[src/rtl/rct_pkg.sv]
package rct_pkg;
  // Width of the field code appended to a window index to form a slot address
  localparam int FLD_W = 2;

  // Field codes inside one window entry
  typedef enum logic [FLD_W-1:0] {
    FLD_S1  = 2'd0,
    FLD_S2  = 2'd1,
    FLD_DST = 2'd2
  } fld_e;
endpackage

[src/rtl/rct_table.sv]
module rct_table
  import rct_pkg::*;
#(
  parameter int NREG   = 32,
  parameter int IDX_W  = 6,
  localparam int REG_W  = $clog2(NREG),
  localparam int SLOT_W = IDX_W + FLD_W
) (
  input  logic                   clk,
  input  logic                   rst_n,
  input  logic                   flush,
  // two lookup ports, one per source
  input  logic [1:0][REG_W-1:0]  rd_reg,
  output logic [1:0]             rd_cmt,
  output logic [1:0][SLOT_W-1:0] rd_tail,
  // dispatch update
  input  logic                   upd_go,
  input  logic [1:0]             src_live,
  input  logic [1:0][REG_W-1:0]  src_reg,
  input  logic [1:0][SLOT_W-1:0] src_slot,
  input  logic                   dst_valid,
  input  logic [REG_W-1:0]       dst_reg,
  input  logic [SLOT_W-1:0]      dst_slot,
  input  logic [IDX_W-1:0]       disp_idx,
  // commit
  input  logic                   cm_valid,
  input  logic [REG_W-1:0]       cm_reg,
  input  logic [IDX_W-1:0]       cm_idx,
  output logic [NREG-1:0]        cmt_vec
);

  logic [NREG-1:0]             cmt_q;
  logic [NREG-1:0][SLOT_W-1:0] tail_q;
  logic [NREG-1:0][IDX_W-1:0]  wr_q;

  // true when register r is named by the given port
  function automatic logic names(input logic [REG_W-1:0] sel, input int r);
    return sel == REG_W'(r);
  endfunction

  // commit match: register is in flight and still owned by the committer
  function automatic logic owner_commits(input logic c, input logic [IDX_W-1:0] w,
                                         input logic v, input logic [IDX_W-1:0] ci);
    return v && !c && (w == ci);
  endfunction

  always_comb begin
    for (int p = 0; p < 2; p++) begin
      rd_cmt[p]  = cmt_q[rd_reg[p]];
      rd_tail[p] = tail_q[rd_reg[p]];
    end
  end

  assign cmt_vec = cmt_q;

  always_ff @(posedge clk or negedge rst_n) begin
    if (!rst_n) begin
      cmt_q  <= '1;
      tail_q <= '0;
      wr_q   <= '0;
    end else if (flush) begin
      cmt_q <= '1;
    end else begin
      for (int r = 0; r < NREG; r++) begin
        // commit first: a same-cycle new writer below overrides it
        if (names(cm_reg, r) && owner_commits(cmt_q[r], wr_q[r], cm_valid, cm_idx))
          cmt_q[r] <= 1'b1;
        // readers append in source order
        if (upd_go && src_live[0] && names(src_reg[0], r))
          tail_q[r] <= src_slot[0];
        if (upd_go && src_live[1] && names(src_reg[1], r))
          tail_q[r] <= src_slot[1];
        // destination claims the entry last
        if (upd_go && dst_valid && names(dst_reg, r)) begin
          tail_q[r] <= dst_slot;
          wr_q[r]   <= disp_idx;
          cmt_q[r]  <= 1'b0;
        end
      end
    end
  end

endmodule

[src/rtl/rct_src_resolve.sv]
module rct_src_resolve
  import rct_pkg::*;
#(
  parameter int IDX_W  = 6,
  parameter int DATA_W = 32,
  localparam int SLOT_W = IDX_W + FLD_W
) (
  input  logic              go,
  input  logic              sv,
  input  logic              cmt,
  input  logic [SLOT_W-1:0] tail,
  input  logic [SLOT_W-1:0] own_slot,
  // same-instruction predecessor (S2 behind S1)
  input  logic              alias_en,
  input  logic [SLOT_W-1:0] alias_slot,
  input  logic              alias_ready,
  input  logic [DATA_W-1:0] alias_data,
  input  logic [DATA_W-1:0] arf_data,
  input  logic              probe_hit,
  input  logic [DATA_W-1:0] probe_data,
  output logic              from_arf,
  output logic              live,
  output logic              link_we,
  output logic [SLOT_W-1:0] link_at,
  output logic [SLOT_W-1:0] link_ptr,
  output logic              ready,
  output logic [DATA_W-1:0] data
);

  logic used;
  assign used     = go && sv;
  assign from_arf = used && cmt;
  assign live     = used && !cmt;
  assign link_we  = live;
  assign link_at  = alias_en ? alias_slot : tail;
  assign link_ptr = own_slot;

  always_comb begin
    ready = 1'b0;
    data  = '0;
    if (from_arf) begin
      ready = 1'b1;
      data  = arf_data;
    end else if (live) begin
      ready = alias_en ? alias_ready : probe_hit;
      data  = alias_en ? alias_data  : probe_data;
    end
  end

endmodule

[src/rtl/rct_chain_linker.sv]
module rct_chain_linker
  import rct_pkg::*;
#(
  parameter int NREG      = 32,
  parameter int WIN_DEPTH = 64,
  parameter int DATA_W    = 32,
  localparam int REG_W  = $clog2(NREG),
  localparam int IDX_W  = $clog2(WIN_DEPTH),
  localparam int SLOT_W = IDX_W + FLD_W
) (
  input  logic              clk,
  input  logic              rst_n,
  input  logic              flush_i,
  input  logic              disp_valid_i,
  input  logic [IDX_W-1:0]  disp_idx_i,
  input  logic              s1_valid_i,
  input  logic [REG_W-1:0]  s1_reg_i,
  input  logic              s2_valid_i,
  input  logic [REG_W-1:0]  s2_reg_i,
  input  logic              dst_valid_i,
  input  logic [REG_W-1:0]  dst_reg_i,
  input  logic              cm_valid_i,
  input  logic [IDX_W-1:0]  cm_idx_i,
  input  logic [REG_W-1:0]  cm_reg_i,
  input  logic [DATA_W-1:0] arf1_data_i,
  input  logic [DATA_W-1:0] arf2_data_i,
  input  logic              probe1_hit_i,
  input  logic [DATA_W-1:0] probe1_data_i,
  input  logic              probe2_hit_i,
  input  logic [DATA_W-1:0] probe2_data_i,
  output logic [SLOT_W-1:0] probe1_slot_o,
  output logic [SLOT_W-1:0] probe2_slot_o,
  output logic              s1_from_arf_o,
  output logic              s2_from_arf_o,
  output logic              s1_ready_o,
  output logic [DATA_W-1:0] s1_data_o,
  output logic              s2_ready_o,
  output logic [DATA_W-1:0] s2_data_o,
  output logic              link1_we_o,
  output logic [SLOT_W-1:0] link1_at_o,
  output logic [SLOT_W-1:0] link1_ptr_o,
  output logic              link2_we_o,
  output logic [SLOT_W-1:0] link2_at_o,
  output logic [SLOT_W-1:0] link2_ptr_o
);

  function automatic logic [SLOT_W-1:0] slot_of(input logic [IDX_W-1:0] idx, input fld_e f);
    return {idx, f};
  endfunction

  // named internal events for the checker
  logic                   disp_go;
  logic [NREG-1:0]        cmt_vec;
  logic [1:0]             rd_cmt;
  logic [1:0][SLOT_W-1:0] rd_tail;
  logic [SLOT_W-1:0]      s1_slot, s2_slot, d_slot;
  logic                   s1_live, s2_live;
  logic                   s2_alias;

  assign disp_go  = disp_valid_i && !flush_i;
  assign s1_slot  = slot_of(disp_idx_i, FLD_S1);
  assign s2_slot  = slot_of(disp_idx_i, FLD_S2);
  assign d_slot   = slot_of(disp_idx_i, FLD_DST);
  assign s2_alias = s1_valid_i && (s1_reg_i == s2_reg_i);

  rct_table #(.NREG(NREG), .IDX_W(IDX_W)) u_table (
    .clk      (clk),
    .rst_n    (rst_n),
    .flush    (flush_i),
    .rd_reg   ({s2_reg_i, s1_reg_i}),
    .rd_cmt   (rd_cmt),
    .rd_tail  (rd_tail),
    .upd_go   (disp_go),
    .src_live ({s2_live, s1_live}),
    .src_reg  ({s2_reg_i, s1_reg_i}),
    .src_slot ({s2_slot, s1_slot}),
    .dst_valid(dst_valid_i),
    .dst_reg  (dst_reg_i),
    .dst_slot (d_slot),
    .disp_idx (disp_idx_i),
    .cm_valid (cm_valid_i),
    .cm_reg   (cm_reg_i),
    .cm_idx   (cm_idx_i),
    .cmt_vec  (cmt_vec)
  );

  assign probe1_slot_o = rd_tail[0];
  assign probe2_slot_o = rd_tail[1];

  rct_src_resolve #(.IDX_W(IDX_W), .DATA_W(DATA_W)) u_src1 (
    .go         (disp_go),
    .sv         (s1_valid_i),
    .cmt        (rd_cmt[0]),
    .tail       (rd_tail[0]),
    .own_slot   (s1_slot),
    .alias_en   (1'b0),
    .alias_slot ('0),
    .alias_ready(1'b0),
    .alias_data ('0),
    .arf_data   (arf1_data_i),
    .probe_hit  (probe1_hit_i),
    .probe_data (probe1_data_i),
    .from_arf   (s1_from_arf_o),
    .live       (s1_live),
    .link_we    (link1_we_o),
    .link_at    (link1_at_o),
    .link_ptr   (link1_ptr_o),
    .ready      (s1_ready_o),
    .data       (s1_data_o)
  );

  rct_src_resolve #(.IDX_W(IDX_W), .DATA_W(DATA_W)) u_src2 (
    .go         (disp_go),
    .sv         (s2_valid_i),
    .cmt        (rd_cmt[1]),
    .tail       (rd_tail[1]),
    .own_slot   (s2_slot),
    .alias_en   (s2_alias),
    .alias_slot (s1_slot),
    .alias_ready(s1_ready_o),
    .alias_data (s1_data_o),
    .arf_data   (arf2_data_i),
    .probe_hit  (probe2_hit_i),
    .probe_data (probe2_data_i),
    .from_arf   (s2_from_arf_o),
    .live       (s2_live),
    .link_we    (link2_we_o),
    .link_at    (link2_at_o),
    .link_ptr   (link2_ptr_o),
    .ready      (s2_ready_o),
    .data       (s2_data_o)
  );

endmodule

[config.mk]
export PLATFORM = sky130hd
export DESIGN_NAME = rct_chain_linker
export DESIGN_NICKNAME = d
export VERILOG_FILES = /design/src/rtl/rct_pkg.sv /design/src/rtl/rct_table.sv /design/src/rtl/rct_src_resolve.sv /design/src/rtl/rct_chain_linker.sv
export SDC_FILE = /design/constraint.sdc
export NUM_CORES = 1
export LEC_CHECK = 0
export ABC_AREA = 0
export BUFFER_PORTS_ARGS = -buffer_cell sky130_fd_sc_hd__buf_4
export CORE_AREA = 2 2 232 234
export DETAILED_ROUTE_END_ITERATION = 7
export DIE_AREA = 0 0 234 236
export PLACE_DENSITY = 0.77
export SKIP_CTS_REPAIR_TIMING = 1
export SLEW_MARGIN = 20
export SYNTH_ARGS = -nofsm -noshare
export SYNTH_HDL_FRONTEND = slang
export SYNTH_SLANG_ARGS = --single-unit
[constraint.sdc]
create_clock -name clk -period 2.4 [get_ports clk]
set_input_delay 0.12 -clock clk [delete_from_list [all_inputs] [get_ports clk]]
set_output_delay 0.12 -clock clk [all_outputs]
set_load 0.01 [all_outputs]
==> results of run 1 <==
-- worst min-delay path, cell delays in order --
cell and delay (ns):
buf_4 0.29, nand2_1 0.13, nand2_1 0.04
-- where the power goes --
| group | internal [W] | leakage, nW | switching [W] |
|---|---|---|---|
| clock | 0.00496 | 0.852 | 0.00335 |
| sequential | 0.00877 | 6.39 | 0.000537 |
| combinational | 0.00205 | 9.76 | 0.00191 |
| total | 0.0158 | 17.0 | 0.00580 |
-- cell type report --
type / instances / area share, %
inverters: 17 / 0.175
clock buffers: 76 / 4.12
clock inverters: 17 / 0.676
flip-flops and latches: 480 / 33.1
well taps: 696 / 2.39
multi-input cells: 1760 / 43.9
repair buffers: 623 / 15.6
diodes: 6 / 0.0412
-- cell families (layout without fill, tap and decap cells) --
| kind of cell | count (synthesis) | in the layout | share of synthesized area (%) |
|---|---|---|---|
| xor+xnor | 197 | 197 | 6.13 |
| other cells | 2 | 10 | 0.0267 |
| buf+inv | 228 | 733 | 3.68 |
| flops | 480 | 480 | 42.8 |
| compound gates | 250 | 250 | 6.26 |
| simple gates | 730 | 730 | 11.3 |
| mux | 579 | 579 | 29.8 |
-- cells in the mapped netlist, types with 16 or more instances --
master,instances,area (sq um)
xnor2_1,42,368
buf_4,27,203
inv_1,17,63.8
nor2_1,150,563
dfrtp_1,448,11200
buf_2,34,170
buf_1,27,101
nand2_1,409,1540
a21oi_1,43,215
o21ai_0,62,310
xor2_1,155,1360
nand3_1,18,90.1
nor3_1,16,80.1
mux4_2,169,3810
mux2i_1,53,531
a31oi_1,35,219
nand2b_1,16,100
nand4_1,37,231
nor4_1,35,219
mux2_2,345,3880
clkbuf_1,118,443
dfstp_2,32,841
-- sequential cells by signal (all words and copies together) (netlist names) --
signal	count
u_table.cmt_vec	32
u_table.tail_q	256
u_table.wr_q	192
-- per-layer routing --
metal	global-route usage [%]	vias to the layer above	wire, microns
li1	-	9794	-
met1	45.0	12000	38400
met2	57.5	1473	48500
met3	7.70	370	9320
met4	21.0	6	7020
met5	0	-	46
-- through the flow --
stage / utilization [%] / power (W)
after floorplan: - / 0.0114
after global placement: 61.8 / 0.0128
after detailed placement: 61.8 / 0.0129
after CTS: 65.1 / 0.0212
after global routing: 68.7 / 0.0222
final: 68.7 / 0.0216
-- worst max-delay path by stage --
| stage | end | slack [ns] |
|---|---|---|
| 4_1_cts | s2_data_o[21] | -1.08 |
| 3_3_place_gp | s2_data_o[21] | -0.43 |
| 6_report | s2_data_o[21] | -0.95 |
| 5_1_grt | s2_data_o[21] | -0.99 |
| 3_5_place_dp | s2_data_o[21] | -0.49 |
| 2_1_floorplan | link2_at_o[2] | 0.002 |
==> reports/results.txt, run 1 <==
reg2reg path depth: 10
top cell family by delay on the critical path: multiplexers
status: complete, but fails checks
CTS H-tree depth: 2
CP startpoint kind: flop
cell area after synthesis: 28200 sq um
vias in the first global route: 23800
final period utilization: 140%
Worst VDD drop: 0.669 mV
Final HPWL DP: 71400 microns
dpl cell area: 32800 sq um
Buf/Inv on CP: 4
WHS Endpoint: u_table.wr_q[144]
fin nets: 3103
total track usage: 35.9%
number of I/O pins: 288
Layout Area Growth over Synthesis: 29.4%
Async S/R FF share, synth: 100%
WHS: 0.0329 ns
top_reg_cell synth: dfrtp_1
Pre-Repair DR Iteration Count: 6
largest net degree at the start of global routing: 76
Yosys reg bits: 480
hold path startpoint: disp_idx_i[0]
setup tns final: -89.33 ns
Reg2Reg Setup Slack: -0.55 ns
commonest non-fill, non-tap cell in the layout: buf_4
slew at the pin closest to its max-slew limit: 0.788 ns
WL/cell: 28.1 microns
area of the multi-input gates: 16000 sq um
final setup vio count: 276
synthesized area per cell: 11.4 sq um
clock sinks: 480
Syn Inst Count: 2466
vias per inst: 6.43
WP data required: 2.28 ns
post-route clock skew: 0.0186 ns
layout cells sized above 1: 46.1%
crit path DAT: 3.23 ns
I/O Buffers: 283
routability congestion estimate: 1.01
Leakage: 17.0 nW
dpl ws: -0.490 ns
floorplan row count: 85
register area share after synthesis: 42.8%
synth warn: 0
Skew-Pair Late Insertion Delay: 0.61 ns
final WL: 103000 microns
# DRC: 0
fillcell total: 3681
Finished Layout Cells: 3675
Die W: 234 microns
fmax: 298 MHz
Routed Antenna Nets: 0
first-pass GRT wire length: 147000 microns
count of final hold-check violations: 0
clock root cell: clkbuf_16
Critical R2R Launch: u_table.cmt_vec[26]
Starting Density: 53.1%
Die ar.: 55200 sq um
Slew Limit Fails: 0
crit end category: output port
RR Endpoint: u_table.tail_q[160]
WP depth: 10
worst setup path startpoint: u_table.cmt_vec[15]
Max clock buf depth: 3
min Tclk post-route: 3.35 ns
slowest cell on the critical path: dfstp_2
placed insts: 3530
P per Cell Area: 592 nW/um^2
clock transition at the registers of the reported paths: 0.06 ns
post-route cell area: 36500 sq um
Max Cap Viol: 0
Yosys cell types: 74
hold crit path type: primary input to flop
initial antenna violation count: 7
CTS tree: yes
failing checks: negative setup slack
via count: 23600
crit-path cells: mux2i_1 -> mux4_2 -> nand3_2 -> buf_6 -> nand4_1 -> buf_6 -> clkbuf_16 -> mux2_4 -> a31oi_4 -> buf_6
CP dominant cell by count: buf_6
Slew HR: 47.4%
CTS Buf Count: 51
RSZ-0062 raised after global routing: true
number of synthesized flops with an enable pin: 0
CP peak stage delay: 0.55 ns
core area: 53100 sq um
DR iter-0 viols: 2518
register area: 12100 sq um
setup ws final: -0.955 ns
CP max FO: 6
most frequent cells in the layout: buf_4, dfrtp_1, nand2_1, mux2_2, mux4_2
total grt overflow: 0
chip height: 236 microns
hold path cells: 3
Crit Path Class: flop to output port
(Power assumes the default switching activity.)
==> run 2, diff against run 1 <==
--- a/config.mk
+++ b/config.mk
@@ -10,7 +10,7 @@
 export CORE_AREA = 2 2 232 234
 export DETAILED_ROUTE_END_ITERATION = 7
 export DIE_AREA = 0 0 234 236
-export PLACE_DENSITY = 0.77
+export PLACE_DENSITY = 0.76
 export SKIP_CTS_REPAIR_TIMING = 1
 export SLEW_MARGIN = 20
 export SYNTH_ARGS = -nofsm -noshare
==> reports/results.txt, run 2 (synthesized netlist as in run 1, its figures left out) <==
GRT met2 Usage: 57.4%
slowest cell on the critical path: dfstp_2
setup ws final: -0.846 ns
CP dominant cell by count: buf_4
WP data required: 2.28 ns
clock sinks: 480
clock root cell: clkbuf_16
Slew Limit Fails: 0
Skew-Pair Late Insertion Delay: 0.61 ns
vias per inst: 6.34
RR Endpoint: u_table.tail_q[168]
worst setup path startpoint: u_table.cmt_vec[14]
chip height: 236 microns
final period utilization: 135%
crit end category: output port
total grt overflow: 0
critical path endpoint: s2_data_o[28]
min Tclk post-route: 3.25 ns
via count: 23300
floorplan row count: 85
Die ar.: 55200 sq um
Starting Density: 53.1%
RSZ-0062 raised after global routing: true
I/O Buffers: 283
most flop-heavy register: u_table.tail_q
failing checks: negative setup slack
Final HPWL DP: 72300 microns
Buf/Inv on CP: 4
first-pass GRT wire length: 148000 microns
Crit Path Class: flop to output port
CP startpoint kind: flop
final setup vio count: 281
fmax: 308 MHz
crit path DAT: 3.13 ns
status: complete, but fails checks
GR Util met1: 45.8%
reg2reg path depth: 11
Leakage: 16.9 nW
Routed Antenna Nets: 0
hold path cells: 4
Max Cap Viol: 0
count of final hold-check violations: 0
largest net degree at the start of global routing: 58
most frequent cells in the layout: buf_4, dfrtp_1, nand2_1, mux2_2, mux4_2
top cell family by delay on the critical path: multiplexers
DR iter-0 viols: 2202
vias in the first global route: 23600
Max clock buf depth: 3
hold crit path type: primary input to flop
slew at the pin closest to its max-slew limit: 0.866 ns
total track usage: 36.2%
crit-path cells: mux2i_1 -> mux4_2 -> nand3_4 -> nand4_1 -> buf_6 -> clkbuf_16 -> mux2_2 -> a31oi_4 -> buf_4 -> buf_4
Layout Area Growth over Synthesis: 29.0%
WL/cell: 28.0 microns
clock transition at the registers of the reported paths: 0.06 ns
hold path startpoint: flush_i
Slew HR: 42.2%
Pre-Repair DR Iteration Count: 6
met3 usage: 7.23%
Worst VDD drop: 0.656 mV
fin nets: 3105
CTS tree: yes
setup tns final: -82.90 ns
CTS Buf Count: 50
GRT busiest layer: met2
max FFs per register: 256
post-route clock skew: 0.0296 ns
routability congestion estimate: 1.00
Critical R2R Launch: u_table.cmt_vec[27]
Die W: 234 microns
core area: 53100 sq um
# DRC: 0
layout cells sized above 1: 46.4%
initial antenna violation count: 6
final WL: 103000 microns
end-of-flow core utilization: 68.4%
P per Cell Area: 594 nW/um^2
Reg2Reg Setup Slack: -0.71 ns
CTS H-tree depth: 2
CP peak stage delay: 0.55 ns
number of I/O pins: 288
WP depth: 10
commonest non-fill, non-tap cell in the layout: buf_4
CP max FO: 8
run 2: worst register-to-register path, cell delays in order, from the launching register on:
cell,delay [ns]
dfstp_2,0.56
mux2i_1,0.07
mux4_2,0.48
o21a_1,0.21
a211o_4,0.41
clkbuf_16,0.21
buf_12,0.15
buf_4,0.14
buf_8,0.12
buf_6,0.11
and4b_4,0.24
a32o_1,0.27
run 2: report_power, final:
group | switching (W) | internal [W]
clock network | 0.00334 | 0.00500
registers | 0.000520 | 0.00877
logic | 0.00192 | 0.00203
run 2: metrics by stage:
step,std cells,hold slack (ns),power (W),setup slack [ns],area [sq um]
floorplan,2468,-0.176,0.0114,0.00241,28200
detailed placement,3542,0.112,0.0130,-0.455,32900
global placement,3542,0.107,0.0128,-0.415,32900
global route,3673,0.00904,0.0223,-0.883,36300
finish,3674,0.00517,0.0216,-0.846,36300
CTS,3634,-0.528,0.0213,-1.05,34700
run 2: cell type report:
cell class / count / area (sq um)
antenna: 3 / 7.51
clock buffer: 74 / 1470
clock inverter: 18 / 288
fill: 3829 / 16800
inverter: 17 / 63.8
multi-input combinational: 1760 / 16000
sequential: 480 / 12100
tap: 696 / 871
timing repair buffer: 626 / 5580
run 2: layer usage:
metal | share of wire, % | vias up | wire length [microns]
li1 | - | 9802 | -
met1 | 37 | 11800 | 38300
met2 | 48 | 1374 | 48900
met3 | 9.0 | 318 | 9270
met4 | 6.2 | 4 | 6340
met5 | 0.017 | - | 18
run 2: worst min-delay path by stage:
stage,slack [ns],to
after floorplan,-0.18,u_table.tail_q[0]
after global placement,0.11,u_table.wr_q[81]
after detailed placement,0.11,u_table.wr_q[78]
after CTS,-0.53,u_table.wr_q[79]
after global routing,0.009,u_table.tail_q[232]
final,0.005,u_table.tail_q[232]
